==> src/rtl/dqp_pkg.sv <==
package dqp_pkg;

  // Default geometry of the packer
  localparam int unsigned DQP_OP_W     = 32;
  localparam int unsigned DQP_CTRL_W   = 32;
  localparam int unsigned DQP_FLAG_POS = 22;
  localparam int unsigned DQP_LANES    = 2;

  // Largest positive value of a signed field of the given width
  function automatic longint dqp_max_pos(input int unsigned width);
    return (longint'(1) << (width - 1)) - 1;
  endfunction

endpackage

==> src/rtl/dqp_rst_sync.sv <==
module dqp_rst_sync (
  input  logic clk_i,
  input  logic rst_ni,
  output logic rst_no
);

  logic meta_q;
  logic sync_q;

  always_ff @(posedge clk_i or negedge rst_ni) begin
    if (!rst_ni) begin
      meta_q <= 1'b0;
      sync_q <= 1'b0;
    end else begin
      meta_q <= 1'b1;
      sync_q <= meta_q;
    end
  end

  assign rst_no = sync_q;

endmodule

==> src/rtl/dqp_round_lane.sv <==
// One lane: round toward +infinity to the upper half, saturate positive overflow.
module dqp_round_lane #(
  parameter int unsigned OP_W = dqp_pkg::DQP_OP_W
) (
  input  logic [OP_W-1:0]   op_i,
  output logic [OP_W/2-1:0] half_o,
  output logic              sat_o
);

  localparam int unsigned HALF_W = OP_W / 2;
  localparam logic [HALF_W-1:0] HALF_MAX = {1'b0, {(HALF_W-1){1'b1}}};

  logic [HALF_W-1:0] upper_sum;
  logic              round_carry;
  logic              lane_unused;

  // Adding half an output LSB only carries into the upper half when the
  // bit just below the split is set; the lower sum bits are discarded.
  assign round_carry = op_i[HALF_W-1];
  assign upper_sum   = op_i[OP_W-1:HALF_W] + HALF_W'(round_carry);

  // A non-negative operand whose rounded sum turns negative has overflowed.
  assign sat_o  = ~op_i[OP_W-1] & upper_sum[HALF_W-1];
  assign half_o = sat_o ? HALF_MAX : upper_sum;

  assign lane_unused = ^op_i[HALF_W-2:0];

endmodule

==> src/rtl/dqp_ctrl_reg.sv <==
// Control word with a sticky overflow flag at a fixed bit.
module dqp_ctrl_reg #(
  parameter int unsigned CTRL_W   = dqp_pkg::DQP_CTRL_W,
  parameter int unsigned FLAG_POS = dqp_pkg::DQP_FLAG_POS
) (
  input  logic              clk_i,
  input  logic              rst_ni,
  input  logic              we_i,
  input  logic [CTRL_W-1:0] wdata_i,
  input  logic              flag_set_i,
  output logic [CTRL_W-1:0] rdata_o
);

  logic [CTRL_W-1:0] ctl_q;
  logic [CTRL_W-1:0] ctl_d;
  logic              ctl_en;

  assign ctl_en = we_i | flag_set_i;

  always_comb begin
    ctl_d = ctl_q;
    if (we_i) begin
      ctl_d = wdata_i;
    end
    if (flag_set_i) begin
      ctl_d[FLAG_POS] = 1'b1;
    end
  end

  always_ff @(posedge clk_i or negedge rst_ni) begin
    if (!rst_ni) begin
      ctl_q <= '0;
    end else if (ctl_en) begin
      ctl_q <= ctl_d;
    end
  end

  assign rdata_o = ctl_q;

endmodule

==> src/rtl/dqp_packer.sv <==
module dqp_packer #(
  parameter int unsigned OP_W     = dqp_pkg::DQP_OP_W,
  parameter int unsigned CTRL_W   = dqp_pkg::DQP_CTRL_W,
  parameter int unsigned FLAG_POS = dqp_pkg::DQP_FLAG_POS
) (
  input  logic              clk_i,
  input  logic              rst_ni,
  input  logic              op_valid_i,
  input  logic [OP_W-1:0]   op_hi_i,
  input  logic [OP_W-1:0]   op_lo_i,
  output logic              res_valid_o,
  output logic [OP_W-1:0]   res_o,
  input  logic              ctl_we_i,
  input  logic [CTRL_W-1:0] ctl_wdata_i,
  output logic [CTRL_W-1:0] ctl_rdata_o
);

  localparam int unsigned LANES  = dqp_pkg::DQP_LANES;
  localparam int unsigned HALF_W = OP_W / 2;
  localparam int unsigned RES_W  = LANES * HALF_W;

  logic                       rst_sync_n;
  logic [LANES-1:0][OP_W-1:0] lane_op;
  logic [LANES-1:0]           lane_sat;
  logic [RES_W-1:0]           res_d;
  logic [RES_W-1:0]           res_q;
  logic                       res_valid_q;
  logic                       flag_set;

  dqp_rst_sync u_rst_sync (
    .clk_i  (clk_i),
    .rst_ni (rst_ni),
    .rst_no (rst_sync_n)
  );

  // Lane 0 fills the low half, the top lane the high half.
  assign lane_op[0]       = op_lo_i;
  assign lane_op[LANES-1] = op_hi_i;

  for (genvar l = 0; l < LANES; l++) begin : g_lane
    dqp_round_lane #(
      .OP_W (OP_W)
    ) u_lane (
      .op_i   (lane_op[l]),
      .half_o (res_d[l*HALF_W +: HALF_W]),
      .sat_o  (lane_sat[l])
    );
  end

  assign flag_set = op_valid_i & (|lane_sat);

  always_ff @(posedge clk_i or negedge rst_sync_n) begin
    if (!rst_sync_n) begin
      res_q <= '0;
    end else if (op_valid_i) begin
      res_q <= res_d;
    end
  end

  always_ff @(posedge clk_i or negedge rst_sync_n) begin
    if (!rst_sync_n) begin
      res_valid_q <= 1'b0;
    end else begin
      res_valid_q <= op_valid_i;
    end
  end

  dqp_ctrl_reg #(
    .CTRL_W   (CTRL_W),
    .FLAG_POS (FLAG_POS)
  ) u_ctrl (
    .clk_i      (clk_i),
    .rst_ni     (rst_sync_n),
    .we_i       (ctl_we_i),
    .wdata_i    (ctl_wdata_i),
    .flag_set_i (flag_set),
    .rdata_o    (ctl_rdata_o)
  );

  assign res_o       = res_q;
  assign res_valid_o = res_valid_q;

endmodule

==> config.mk <==
export PLATFORM = sky130hd
export DESIGN_NAME = dqp_packer
export DESIGN_NICKNAME = d
export VERILOG_FILES = /design/src/rtl/dqp_pkg.sv /design/src/rtl/dqp_rst_sync.sv /design/src/rtl/dqp_round_lane.sv /design/src/rtl/dqp_ctrl_reg.sv /design/src/rtl/dqp_packer.sv
export SDC_FILE = /design/constraint.sdc
export NUM_CORES = 1
export LEC_CHECK = 0
export BUFFER_PORTS_ARGS = -buffer_cell sky130_fd_sc_hd__buf_2
export CORE_MARGIN = 2
export CORE_UTILIZATION = 42
export DETAILED_ROUTE_END_ITERATION = 16
export GPL_TIMING_DRIVEN = 1
export PLACE_DENSITY = 0.82
export SYNTH_ARGS = -nofsm -noshare
export SYNTH_HDL_FRONTEND = slang
export SYNTH_SLANG_ARGS = --single-unit
==> constraint.sdc <==
create_clock -name clk_i -period 6.3 [get_ports clk_i]
set_input_delay 0.63 -clock clk_i [delete_from_list [all_inputs] [get_ports clk_i]]
set_output_delay 0.63 -clock clk_i [all_outputs]
set_load 0.1 [all_outputs]
-- Word level (Yosys, flattened, before mapping)
Index checks and enable logic that the tools add are counted.
- add/subtract/negate cells: 2
- multiplexer cells: 4
- bitwise gates (word level): 6
- reductions and logical operators: 4
- operators with widths (cell ; number):
    adder 16 x 1 -> 16 bit ; 2
    two-way mux 16 bit ; 2
    two-way mux 23 bit ; 1
    AND reduction 2 bit ; 2
    bitwise AND 1 bit ; 3
    inverter 1 bit ; 2
    nonzero test 2 bit ; 1
    OR reduction 2 bit ; 1
    two-way mux 1 bit ; 1
    bitwise OR 1 bit ; 1
- register bits: 67
- bits of input ports: 100
- output and inout bits: 65
- logic and storage cells: 22

-- Longest topological paths before layout
- depth in word-level cells: 6
- depth in mapped cells: 6
- gate-level depth less buffers: 6

-- Cells and area by module
From an unflattened synthesis, not the netlist that was laid out.
- cell total of the unflattened synthesis: 276
- area, all modules: 3708.6 µm²
- modules (own cells, without submodules) (module ; times used ; cells each ; area each (µm²) ; sequential area each (µm²)):
    dqp_packer ; 1 ; 70 ; 1373.8 ; 825.8
    dqp_ctrl_reg ; 1 ; 69 ; 1345.0 ; 800.8
    dqp_round_lane ; 2 ; 67 ; 467.9 ; 0.0
    dqp_rst_sync ; 1 ; 3 ; 53.8 ; 50.0

-- Worst setup path before layout
OpenSTA, ideal clock, no wires.
- kind: input-to-reg
- start point: in op_hi_i[15]
- end point: reg res_q[30] (netlist: res_o[30])
- library setup time: 141 ps
- arrival: 1742 ps
- data required time: 6159 ps
- setup slack: 4417 ps
- cell stages on the path: 6
- cell sequence: ha_1 > ha_1 > nand3_1 > nor4_1 > xnor2_1 > a31oi_1
- cells in the longest elaborated chain, start to end: 3
- RTL lines (what ; RTL line ; text):
    from (decl) ; dqp_packer.sv:9 ; input logic [OP_W-1:0] op_hi_i,
    adder 16 x 1 -> 16 bit * ; dqp_round_lane.sv:20 ; assign upper_sum = op_i[OP_W-1:HALF_W] + HALF_W'(round_carry);
    bitwise AND 1 bit ; dqp_round_lane.sv:23 ; assign sat_o = ~op_i[OP_W-1] & upper_sum[HALF_W-1];
    two-way mux 16 bit * ; dqp_round_lane.sv:24 ; assign half_o = sat_o ? HALF_MAX : upper_sum;
    to (signal assigned) ; dqp_packer.sv:56 ; res_q <= res_d;
    to (decl) ; dqp_packer.sv:26 ; logic [RES_W-1:0] res_q;
Mark *: on every way between the ends. The rest lies on a longest branch, timed or not.
A chain may end at the register's enable or synchronous reset.

-- Worst setup path after layout
- start point: in op_hi_i[15]
- end point: reg res_q[23] (netlist: res_o[23])
The elaborated chain is that of the path after synthesis.

==> flow_metrics.env <==
export IMPL_cp_required_ns=6.54
export IMPL_crit_slowest_cell="nand3_1"
export IMPL_cts_hold_buf=0
export IMPL_max_freq_ghz=0.489
export IMPL_rows=31
export IMPL_vias=2532
export IMPL_routed_wirelength_um=6930
export IMPL_min_path_type="primary input to asynchronous set/reset pin"
export IMPL_path_clk_slew_ns=0.08
export IMPL_cp_slowest_stage_delay_ns=0.49
export IMPL_async_reset_ff_share_pct=100
export IMPL_cp_end_kind="register"
export IMPL_grt_max_degree=65
export IMPL_io_pins=165
export IMPL_worstSetupStartpointType="primary input"
export IMPL_antenna_cells=0
export IMPL_die_area_um2=7960
export IMPL_total_power_mw=1.31
export IMPL_ir_worst_vdd_mv=0.136
export IMPL_synth_avg_cell_area_um2=11.3
export IMPL_clk_latency_ns=0.33
export IMPL_ctsRootBufferMaster="clkbuf_8"
export IMPL_numCtsBuffers=9
export IMPL_max_slew_margin_pct=29.9
export IMPL_skew_ns=0.00786
export IMPL_path_max_fanout=15
export IMPL_ant_nets=0
export IMPL_ys_flop_type="dfrtp_1"
export IMPL_die_x_um=89.2
export IMPL_yosysSeqAreaShare_pct=55.0
export IMPL_syn2layout_area_growth_pct=31.0
export IMPL_hold_viol_final=0
export IMPL_cp_arrival_ns=2.28
export IMPL_total_leakage_power_nw=1.83
export IMPL_syn_area_um2=3050
export IMPL_core_um2=7140
export IMPL_synthCells=270
export IMPL_route_detailed_wl_per_inst_um=13.7
export IMPL_ys_seq_elements=67
export IMPL_rsz0062_at_grt="no"
export IMPL_drc=0
export IMPL_viasPerCell=4.99
export IMPL_io_buffers=134
export IMPL_post_cts_setup_buffer_count=0
export IMPL_p_per_area_nw_per_um2=328
export IMPL_critical_path_class="primary input to register"
export IMPL_grt_overflow=0
export IMPL_hpwl_um=5260
export IMPL_cts_tree="done"
export IMPL_placed_cells=491
export IMPL_cts_resized=0
export IMPL_drive_gt1_share_pct=47.1
export IMPL_final_net_count=507
export IMPL_outcome="finished, final reports clean"
export IMPL_synth_fp_nets=374
export IMPL_worst_pin_slew_ns=1.05
export IMPL_cts_max_level=3
export IMPL_track_usage_pct=17.0
export IMPL_setup_viol_count_final=0
export IMPL_regToRegSetupSlack_ns=5.12
export IMPL_clockBufferDepth=2
export IMPL_worstPathCellList="buf_2 -> ha_1 -> nand4_2 -> nor3_1 -> nand3_1 -> a31oi_1"
export IMPL_grt_antenna_before_repair=0
export IMPL_synth_edf_count=0
export IMPL_fp_dieH_um=89.2
export IMPL_synthDistinctLibCells=29
export IMPL_drtIter0Drc=82
export IMPL_yosys_warnings=0
export IMPL_n_fill_cell=653
export IMPL_period_needed_ns=2.05
export IMPL_finalWeightedCongestion=0.764
export IMPL_firstDrtPassIters=4
export IMPL_finalNonFillerCells=507
export IMPL_setup_tns_ns=0
export IMPL_grt_first_pass_wirelength_um=10600
export IMPL_grt_pass1_vias=2265
export IMPL_start_util_pct=42.7
export IMPL_cts_sinks=67
export IMPL_drv_cap=0
export IMPL_finalCritPeriodShare_pct=32.5
export IMPL_final_max_slew_viol_count=0
cell usage after synthesis, drive strengths merged, types with 6 or more instances:
master	number	area, um^2
a21oi	6	30.0
dfrtp	67	1680
nor2	37	139
mux2	31	349
nand3	10	60.1
xnor2	24	210
nand2	10	40.0
clkbuf	10	37.5
a31oi	27	169
nor4	8	65.1
nor3	9	45.0
inv	10	37.5
flip-flops by register name (all words and copies together), names as in the netlist:
| signal | cells |
|---|---|
| u_rst_sync.meta_q | 1 |
| res_o | 32 |
| res_valid_o | 1 |
| u_ctrl.rdata_o | 32 |
| u_rst_sync.rst_no | 1 |
layout make-up:
| type | instances | area (um^2) | share of cell area, % |
|---|---|---|---|
| Clock inverter | 7 | 76.3 | 1.91 |
| Multi-Input combinational cell | 180 | 1280 | 32.0 |
| Sequential cell | 67 | 1680 | 42.0 |
| Tap cell | 99 | 124 | 3.10 |
| Inverter | 10 | 37.5 | 0.940 |
| Clock buffer | 9 | 124 | 3.10 |
| Timing Repair Buffer | 135 | 678 | 17.0 |
cell families after synthesis:
group / Yosys count / synth area share, %
AO/OA/AOI/OAI: 39 / 8.08
XOR/XNOR: 24 / 6.89
adder cells (fa/ha/maj): 4 / 1.64
buffers and inverters: 23 / 3.12
flip-flops: 67 / 55.0
multiplexers: 32 / 11.8
other: 1 / 0.123
AND/OR/NAND/NOR: 80 / 13.4
stage by stage:
stage                     instance area, um^2  worst slack, ns  hold slack, ns  utilization, %
after floorplan                          3050             4.30           0.331               -
after global placement                   3790             3.98           0.271            53.2
after detailed placement                 3790             3.89           0.285            53.2
after CTS                                4000             4.24          0.0471            56.0
after global routing                     4000             4.16          0.0446            56.0
final                                    4000             4.25          0.0674            56.0
path summary, 6_finish.rpt:
path | cells after the start | end | from
worst max-delay path | 6 | res_o[23] | op_hi_i[15]
worst min-delay path | 1 | u_rst_sync.rst_no | rst_ni
worst max register to register | 1 | u_ctrl.rdata_o[2] | u_rst_sync.rst_no
worst min register to register | 0 | res_o[10] | u_rst_sync.rst_no
max in group asynchronous | 1 | u_ctrl.rdata_o[2] | u_rst_sync.rst_no
min in group clk_i | 0 | u_rst_sync.rst_no | u_rst_sync.meta_q
per-layer routing:
layer	wire [um]	GRT usage (%)	share of wire (%)
met1	3070	21.6	44
met2	3200	28.3	46
met3	588	4.52	8.5
met4	71	5.70	1.0
met5	0	0	0
placed cells by master, fill, tap and decap left out, drive strengths merged, types with 6 or more instances in the layout:
master / count
nor2: 37
nor3: 9
a31oi: 27
buf: 135
nand2: 10
clkbuf: 9
mux2: 31
dfrtp: 67
a21oi: 6
nor4: 8
xnor2: 24
nand3: 10
inv: 12
worst max-delay path: cells and delay by family:
| kind | cells | cell delay, ns |
|---|---|---|
| AO/OA/AOI/OAI | 1 | 0.34 |
| AND/OR/NAND/NOR | 3 | 1.03 |
| adder cells (fa/ha/maj) | 1 | 0.20 |
| buffers and inverters | 1 | 0.08 |
power breakdown:
group          internal (mW)  switching (mW)
clock                  0.185           0.170
sequential             0.471          0.0235
combinational         0.0815           0.379
total                  0.738           0.572
No activity file was read; power rests on OpenSTA's default activity.
